===== src/rtl/sdcmd_pkg.sv =====
package sdcmd_pkg;

  localparam int SD_BANKS  = 4;
  localparam int SD_BANK_W = $clog2(SD_BANKS);
  localparam int SD_CNT_W  = 2;

  typedef enum logic [3:0] {
    CMD_DESEL = 4'd0,
    CMD_NOP   = 4'd1,
    CMD_TERM  = 4'd2,
    CMD_READ  = 4'd3,
    CMD_WRITE = 4'd4,
    CMD_ACT   = 4'd5,
    CMD_PRE   = 4'd6,
    CMD_REF   = 4'd7,
    CMD_MRS   = 4'd8
  } cmd_e;

  typedef enum logic [1:0] {
    BK_IDLE = 2'd0,
    BK_OPEN = 2'd1,
    BK_RD   = 2'd2,
    BK_WR   = 2'd3
  } bank_e;

  // strobes from the control to the bank datapath, already gated by legality
  typedef struct packed {
    logic                 openRow;
    logic                 startRd;
    logic                 startWr;
    logic                 termBurst;
    logic                 preOne;
    logic                 preAll;
    logic                 loadMode;
    logic                 autoPre;
    logic [SD_BANK_W-1:0] bank;
  } strobe_t;

endpackage


===== src/rtl/sdcmd_ctrl.sv =====
module sdcmd_ctrl
  import sdcmd_pkg::*;
#(
  parameter int NB = SD_BANKS,
  parameter int BW = SD_BANK_W
) (
  input  logic          clk,
  input  logic          rstN,
  input  logic          csN,
  input  logic          rasN,
  input  logic          casN,
  input  logic          weN,
  input  logic [BW-1:0] ba,
  input  logic          a10,
  input  logic [2*NB-1:0] bankSt,
  input  logic [NB-1:0] bankAp,
  output strobe_t       stb,
  output cmd_e          cmdQ,
  output logic          legalQ,
  output logic          illegalQ,
  output logic [BW-1:0] bankQ,
  output logic          openQ,
  output logic          burstQ,
  output logic          stopQ,
  output logic          preQ,
  output logic          refQ,
  output logic          modeQ
);

  cmd_e  cmd;
  bank_e stArr [NB];
  bank_e tgtSt;
  logic  tgtAp;
  logic  allIdle;
  logic  anyBurst;
  logic  legal;
  logic  stopNow;
  logic  refNow;

  for (genvar g = 0; g < NB; g++) begin : gUnpack
    assign stArr[g] = bank_e'(bankSt[2*g +: 2]);
  end

  assign tgtSt   = stArr[ba];
  assign tgtAp   = bankAp[ba];
  assign allIdle = (bankSt == '0);

  always_comb begin
    anyBurst = 1'b0;
    for (int i = 0; i < NB; i++) begin
      if (stArr[i] == BK_RD || stArr[i] == BK_WR) anyBurst = 1'b1;
    end
  end

  // pin decode
  always_comb begin
    if (csN) begin
      cmd = CMD_DESEL;
    end else begin
      case ({rasN, casN, weN})
        3'b111:  cmd = CMD_NOP;
        3'b110:  cmd = CMD_TERM;
        3'b101:  cmd = CMD_READ;
        3'b100:  cmd = CMD_WRITE;
        3'b011:  cmd = CMD_ACT;
        3'b010:  cmd = CMD_PRE;
        3'b001:  cmd = CMD_REF;
        default: cmd = CMD_MRS;
      endcase
    end
  end

  // legality against the addressed bank and strobe generation
  always_comb begin
    stb         = '0;
    stb.bank    = ba;
    stb.autoPre = a10;
    legal       = 1'b0;
    stopNow     = 1'b0;
    refNow      = 1'b0;
    case (cmd)
      CMD_DESEL, CMD_NOP: legal = 1'b1;
      CMD_TERM: begin
        legal         = (tgtSt == BK_RD) && !tgtAp;
        stb.termBurst = legal;
        stopNow       = legal;
      end
      CMD_READ: begin
        legal       = (tgtSt == BK_OPEN) || ((tgtSt == BK_RD) && !tgtAp);
        stb.startRd = legal;
        stopNow     = legal && (tgtSt == BK_RD);
      end
      CMD_WRITE: begin
        legal       = (tgtSt == BK_OPEN) || ((tgtSt == BK_WR) && !tgtAp);
        stb.startWr = legal;
        stopNow     = legal && (tgtSt == BK_WR);
      end
      CMD_ACT: begin
        legal       = (tgtSt == BK_IDLE);
        stb.openRow = legal;
      end
      CMD_PRE: begin
        legal      = 1'b1;
        stb.preAll = a10;
        stb.preOne = !a10;
        stopNow    = a10 ? anyBurst : ((tgtSt == BK_RD) || (tgtSt == BK_WR));
      end
      CMD_REF: begin
        legal  = allIdle;
        refNow = legal;
      end
      CMD_MRS: begin
        legal        = allIdle;
        stb.loadMode = legal;
      end
      default: legal = 1'b0;
    endcase
  end

  // per-cycle report, one clock after the sampling edge
  always_ff @(posedge clk) begin
    if (!rstN) begin
      cmdQ     <= CMD_DESEL;
      legalQ   <= 1'b0;
      illegalQ <= 1'b0;
      bankQ    <= '0;
      openQ    <= 1'b0;
      burstQ   <= 1'b0;
      stopQ    <= 1'b0;
      preQ     <= 1'b0;
      refQ     <= 1'b0;
      modeQ    <= 1'b0;
    end else begin
      cmdQ     <= cmd;
      legalQ   <= legal;
      illegalQ <= !legal;
      bankQ    <= ba;
      openQ    <= stb.openRow;
      burstQ   <= stb.startRd | stb.startWr;
      stopQ    <= stopNow;
      preQ     <= stb.preOne | stb.preAll;
      refQ     <= refNow;
      modeQ    <= stb.loadMode;
    end
  end

endmodule


===== src/rtl/sdcmd_banks.sv =====
module sdcmd_banks
  import sdcmd_pkg::*;
#(
  parameter int NB = SD_BANKS,
  parameter int BW = SD_BANK_W,
  parameter int AW = 13,
  parameter int CW = 10
) (
  input  logic            clk,
  input  logic            rstN,
  input  strobe_t         stb,
  input  logic [AW-1:0]   addr,
  output logic [2*NB-1:0] bankSt,
  output logic [NB-1:0]   bankAp,
  output logic [NB*AW-1:0] rowOfBank,
  output logic [CW-1:0]   burstCol,
  output logic [AW-1:0]   modeReg
);

  localparam int CNTW = SD_CNT_W;

  logic [CNTW-1:0] lastBeat;

  // burst length code in mode bits [2:0] -> cycles minus one
  always_comb begin
    case (modeReg[2:0])
      3'd2:    lastBeat = CNTW'(1);
      3'd3:    lastBeat = CNTW'(3);
      default: lastBeat = CNTW'(0);
    endcase
  end

  for (genvar g = 0; g < NB; g++) begin : gBank
    localparam logic [BW-1:0] IDX = BW'(g);
    bank_e           st;
    logic            ap;
    logic [CNTW-1:0] cnt;
    logic [AW-1:0]   row;
    logic            sel;

    assign sel = (stb.bank == IDX);

    always_ff @(posedge clk) begin
      if (!rstN) begin
        st  <= BK_IDLE;
        ap  <= 1'b0;
        cnt <= '0;
        row <= '0;
      end else begin
        if (st == BK_RD || st == BK_WR) begin
          if (cnt == '0) begin
            st <= ap ? BK_IDLE : BK_OPEN;
            ap <= 1'b0;
          end else begin
            cnt <= cnt - 1'b1;
          end
        end
        if (sel && stb.openRow) begin
          st  <= BK_OPEN;
          row <= addr;
        end
        if (sel && (stb.startRd || stb.startWr)) begin
          st  <= stb.startRd ? BK_RD : BK_WR;
          cnt <= lastBeat;
          ap  <= stb.autoPre;
        end
        if (sel && stb.termBurst) begin
          st <= BK_OPEN;
          ap <= 1'b0;
        end
        if ((sel && stb.preOne) || stb.preAll) begin
          st <= BK_IDLE;
          ap <= 1'b0;
        end
      end
    end

    assign bankSt[2*g +: 2]     = st;
    assign bankAp[g]            = ap;
    assign rowOfBank[AW*g +: AW] = row;
  end

  always_ff @(posedge clk) begin
    if (!rstN) begin
      burstCol <= '0;
      modeReg  <= '0;
    end else begin
      if (stb.startRd || stb.startWr) burstCol <= addr[CW-1:0];
      if (stb.loadMode) modeReg <= addr;
    end
  end

endmodule


===== src/rtl/sdram_cmd_tracker.sv =====
module sdram_cmd_tracker
  import sdcmd_pkg::*;
#(
  parameter int AW = 13,
  parameter int CW = 10
) (
  input  logic                     clk,
  input  logic                     rstN,
  input  logic                     csN,
  input  logic                     rasN,
  input  logic                     casN,
  input  logic                     weN,
  input  logic [SD_BANK_W-1:0]     ba,
  input  logic [AW-1:0]            addr,
  output logic [3:0]               cmdCode,
  output logic                     cmdLegal,
  output logic                     illegalPulse,
  output logic [SD_BANK_W-1:0]     cmdBank,
  output logic                     actOpen,
  output logic                     actBurst,
  output logic                     actStop,
  output logic                     actPrecharge,
  output logic                     actRefresh,
  output logic                     actModeLoad,
  output logic [2*SD_BANKS-1:0]    bankStates,
  output logic [SD_BANKS-1:0]      autoPreFlags,
  output logic [SD_BANKS*AW-1:0]   rowOfBank,
  output logic [CW-1:0]            burstCol,
  output logic [AW-1:0]            modeReg
);

  strobe_t stb;
  cmd_e    cmdQ;

  sdcmd_ctrl #(.NB(SD_BANKS), .BW(SD_BANK_W)) uCtrl (
    .clk      (clk),
    .rstN     (rstN),
    .csN      (csN),
    .rasN     (rasN),
    .casN     (casN),
    .weN      (weN),
    .ba       (ba),
    .a10      (addr[10]),
    .bankSt   (bankStates),
    .bankAp   (autoPreFlags),
    .stb      (stb),
    .cmdQ     (cmdQ),
    .legalQ   (cmdLegal),
    .illegalQ (illegalPulse),
    .bankQ    (cmdBank),
    .openQ    (actOpen),
    .burstQ   (actBurst),
    .stopQ    (actStop),
    .preQ     (actPrecharge),
    .refQ     (actRefresh),
    .modeQ    (actModeLoad)
  );

  sdcmd_banks #(.NB(SD_BANKS), .BW(SD_BANK_W), .AW(AW), .CW(CW)) uBanks (
    .clk       (clk),
    .rstN      (rstN),
    .stb       (stb),
    .addr      (addr),
    .bankSt    (bankStates),
    .bankAp    (autoPreFlags),
    .rowOfBank (rowOfBank),
    .burstCol  (burstCol),
    .modeReg   (modeReg)
  );

  assign cmdCode = cmdQ;

endmodule


===== config.mk =====
export PLATFORM = sky130hd
export DESIGN_NAME = sdram_cmd_tracker
export DESIGN_NICKNAME = d
export VERILOG_FILES = /design/src/rtl/sdcmd_pkg.sv /design/src/rtl/sdcmd_ctrl.sv /design/src/rtl/sdcmd_banks.sv /design/src/rtl/sdram_cmd_tracker.sv
export SDC_FILE = /design/constraint.sdc
export NUM_CORES = 1
export LEC_CHECK = 0
export BUFFER_PORTS_ARGS = -buffer_cell sky130_fd_sc_hd__buf_4
export CORE_UTILIZATION = 50
export DETAILED_ROUTE_END_ITERATION = 12
export PLACE_DENSITY = 0.87
export REMOVE_ABC_BUFFERS = 1
export SLEW_MARGIN = 20
export SYNTH_ARGS = -nofsm -noshare
export SYNTH_HDL_FRONTEND = slang
export SYNTH_SLANG_ARGS = --single-unit

===== constraint.sdc =====
create_clock -name clk -period 2.4 [get_ports clk]
set_clock_uncertainty 0.15 [all_clocks]
set_input_delay 0.12 -clock clk [delete_from_list [all_inputs] [get_ports clk]]
set_output_delay 0.12 -clock clk [all_outputs]
set_load 0.005 [all_outputs]

==> impl_results.md <==
- Status: finished, final reports clean
- DIE AREA: 0.00996 mm^2
- Clk sink count: 109
- Detail Route Antenna Nets: 0
- Startpoint types: input port
- Cell depth of the worst setup path: 9
- # setup viols final: 0
- Max VDD drop: 0.311 mV
- Drt pass-1 iters: 4
- Area Overhead vs Synth: 36.1%
- Post-Route WL: 13000 um
- CTS Root Cell: clkbuf_8
- Tcrit/Tclk final: 0.981
- Detailed Place HPWL: 8790 um
- Hold Crit Class: input port to register
- Critical Path RT: 2540 ps
- Crit path from: casN
- H-Tree Depth: 3
- Synthesized flop and latch total: 109
- Peak Freq: 425 MHz
- CTS tree: built
- Syn avg cell area: 10.3 um^2
- First-pass GRT wire length: 20200 um
- CP most frequent cell: buf_4
- Largest net degree at the start of global routing: 82
- Die W: 99.8 um
- Critical-path top delay cell: dlygate4sd3_1
- Post-Syn Instances: 464
- Final core utilization: 0.704
- Slew @ Worst Pin: 396 ps
- Max FO, Critical Path: 7
- Vias in the first global route: 3926
- Placer congestion estimate: 0.904
- Final Instance Area: 0.00651 mm^2
- Slowest Stage Delay on Critical Path: 560 ps
- Reg-to-Reg End: uBanks.gBank[0].cnt[1]
- Clock latency on the worst-skew pair: 380 ps
- Io pins: 122
- Cell Area, Synth: 0.00478 mm^2
- Port buffer count: 121
- Reg2reg path depth: 7
- WP buf/inv: 4
- Chip Height: 99.8 um
- Clk buf depth: 2
- Vias/cell: 5.25
- FP Rows: 35
- Internal reg-to-reg setup slack: 70 ps
- Crit Path Category: input port to register
- Final hold slack: 176 ps
- Crit path max-delay family: buffers and inverters
- Post-synthesis sequential area ratio: 0.456
- Initial antenna violation count: 0
- Total GRT Usage: 0.262
- Total leakage power: 2.95 nW
- Reg2reg start: uBanks.gBank[0].ap
- YS warnings: 0
- Power per cell area: 501 mW/mm^2
- Initial DRC count: 129
- Via count: 3987
- Initial Utilization: 0.517
- Endpoint class of the critical path: register
- DRC violations left: 0
- Fin crit period: 2350 ps
- Layout cells sized above 1: 0.314
- CP Cell Sequence: dlygate4sd3_1 > buf_6 > or4bb_4 > nor4b_4 > buf_4 > o31ai_2 > buf_4 > mux2i_1 > and2_1
- Max-Cap Viols: 0
- Worst setup path end: uBanks.gBank[0].cnt[1]
- Netlist cell types: 53
- # nets final: 651
- Final hold violations: 0
- Area post-placement: 0.00599 mm^2
- Final Max Slew Viols: 0
- Critical path data arrival time: 2500 ps
- Core area: 0.00924 mm^2
- Grt ovf: 0
- CTS buffer count: 9
- Per-cell routed wire length: 17.0 um
- Worst slew margin: 0.729
- Clock slew at reported path FFs: 110 ps
- Diode count: 0
registers in the layout, summed over array words and instances (netlist names):
| register | flops |
|---|---|
| uCtrl.preQ | 1 |
| uCtrl.illegalQ | 1 |
| uCtrl.modeQ | 1 |
| uCtrl.cmdQ | 4 |
| uCtrl.refQ | 1 |
| uBanks.burstCol | 10 |
| uBanks.gBank.st | 8 |
| uBanks.modeReg | 13 |
| uCtrl.bankQ | 2 |
| uCtrl.stopQ | 1 |
| uCtrl.legalQ | 1 |
| uBanks.gBank.ap | 4 |
| uBanks.gBank.row | 52 |
| uBanks.gBank.cnt | 8 |
| uCtrl.openQ | 1 |
| uCtrl.burstQ | 1 |
power breakdown:
| group | internal (mW) | leakage (nW) | switching [mW] |
|---|---|---|---|
| sequential | 1.83 | 0.880 | 0.00965 |
| clock | 0.417 | 0.0950 | 0.717 |
| combinational | 0.150 | 1.98 | 0.136 |
final cells by class:
| type | instances | area (um^2) |
|---|---|---|
| clock buffer | 9 | 124 |
| clock inverter | 7 | 73.8 |
| inverter | 11 | 41.3 |
| fill | 690 | 2730 |
| multi-input combinational | 312 | 2440 |
| tap | 129 | 161 |
| sequential | 109 | 2180 |
| timing repair buffer | 183 | 1480 |
kinds of logic (layout without fill, tap and decap cells):
group           Yosys count  in the layout  synth area share
buf+inv                  43            210            0.0400
compound gates           50             50            0.0712
fa+ha+maj                 4              4            0.0105
mux                      86             86             0.191
xor+xnor                  5              5           0.00916
flops                   109            109             0.456
simple gates            167            167             0.222
cells in the final DEF (no fill, tap or decap), types with 4 or more instances in the layout:
cell type / instances
nor3_1: 4
xnor2_1: 5
mux4_2: 4
ha_1: 4
dfxtp_1: 109
o21ai_1: 5
mux2i_1: 82
inv_1: 11
nand3_1: 10
o22ai_1: 4
a21oi_1: 13
nand2_1: 18
o21ai_0: 4
nor2b_1: 84
clkbuf_8: 9
nand2b_1: 6
dlygate4sd3_1: 20
nor2_1: 12
and2_1: 8
buf_6: 4
buf_4: 155
synth_stat cells (all sizes together):
cell type  count  area [um^2]
o41ai          1         8.76
and3           2         12.5
a31oi          2         12.5
o2111a         1         11.3
nor4b          4         71.3
nor2          12         45.0
a32o           1         10.0
buf           12         75.1
a21oi         14         70.1
or4b           1         10.0
xnor2          5         43.8
nand4b         2         17.5
dfxtp        109         2180
ha             4         50.1
a21boi         2         15.0
o22ai          4         25.0
nor2b         84          526
nand2         18         67.6
o21ai          9         45.0
mux4           4         90.1
o31ai          2         25.0
a211oi         2         15.0
nand2b         8         65.1
or2            1         6.26
inv           11         41.3
or4            1         7.51
nor4           2         18.8
nand3         10         50.1
o211a          2         20.0
nor4bb         1         10.0
or4bb          2         22.5
mux2i         82          821
or3b           2         17.5
o221a          1         11.3
and2           8         50.1
o21a           3         22.5
nor3           5         30.0
o2111ai        2         17.5
clkbuf        20         75.1
nor3b          4         35.0
a2111oi        1         8.76
o211ai         3         22.5
layer usage:
layer / global-route usage / up-vias / wire (um)
met4: 0.109 / 0 / 279
li1: - / 1917 / -
met1: 0.334 / 1903 / 5790
met2: 0.423 / 140 / 6030
met3: 0.0662 / 27 / 848
met5: 0 / - / 0
through the flow:
| stage | total power [mW] | std cells | setup slack (ps) | TNS [ps] |
|---|---|---|---|---|
| after floorplan | 1.97 | 432 | -352 | -7820 |
| after global placement | 2.11 | 713 | 133 | 0 |
| after detailed placement | 2.12 | 713 | 102 | 0 |
| after CTS | 3.25 | 750 | 38.1 | 0 |
| after global routing | 3.37 | 760 | -34.8 | -98.7 |
| final | 3.26 | 760 | 46.0 | 0 |
worst reg2reg max path: stages, from the launching register on:
cell	delay (ps)
dfxtp_1	370
mux4_2	560
nor4b_4	440
buf_4	200
o31ai_2	80
buf_4	190
mux2i_1	110
and2_1	150
what timing repair did:
item / in CTS / in global routing
setup buffers: 0 / 10
resized for setup: 0 / 9
hold buffers: 21 / 0
endpoints found under the setup margin: 0 / 8
hold endpoints to repair: 91 / 0
worst min path at each step:
stage	start	endpoint	slack, ps	depth (start not counted)
2_1_floorplan	csN	uCtrl.preQ	50	1
3_3_place_gp	csN	uCtrl.preQ	250	2
3_5_place_dp	csN	uCtrl.preQ	250	2
4_1_cts	ba[0]	uBanks.gBank[3].st[1]	160	4
5_1_grt	ba[0]	uBanks.gBank[3].st[1]	190	4
6_report	ba[0]	uBanks.gBank[3].st[1]	180	4
Note: power is estimated with default switching activity, not from simulation.
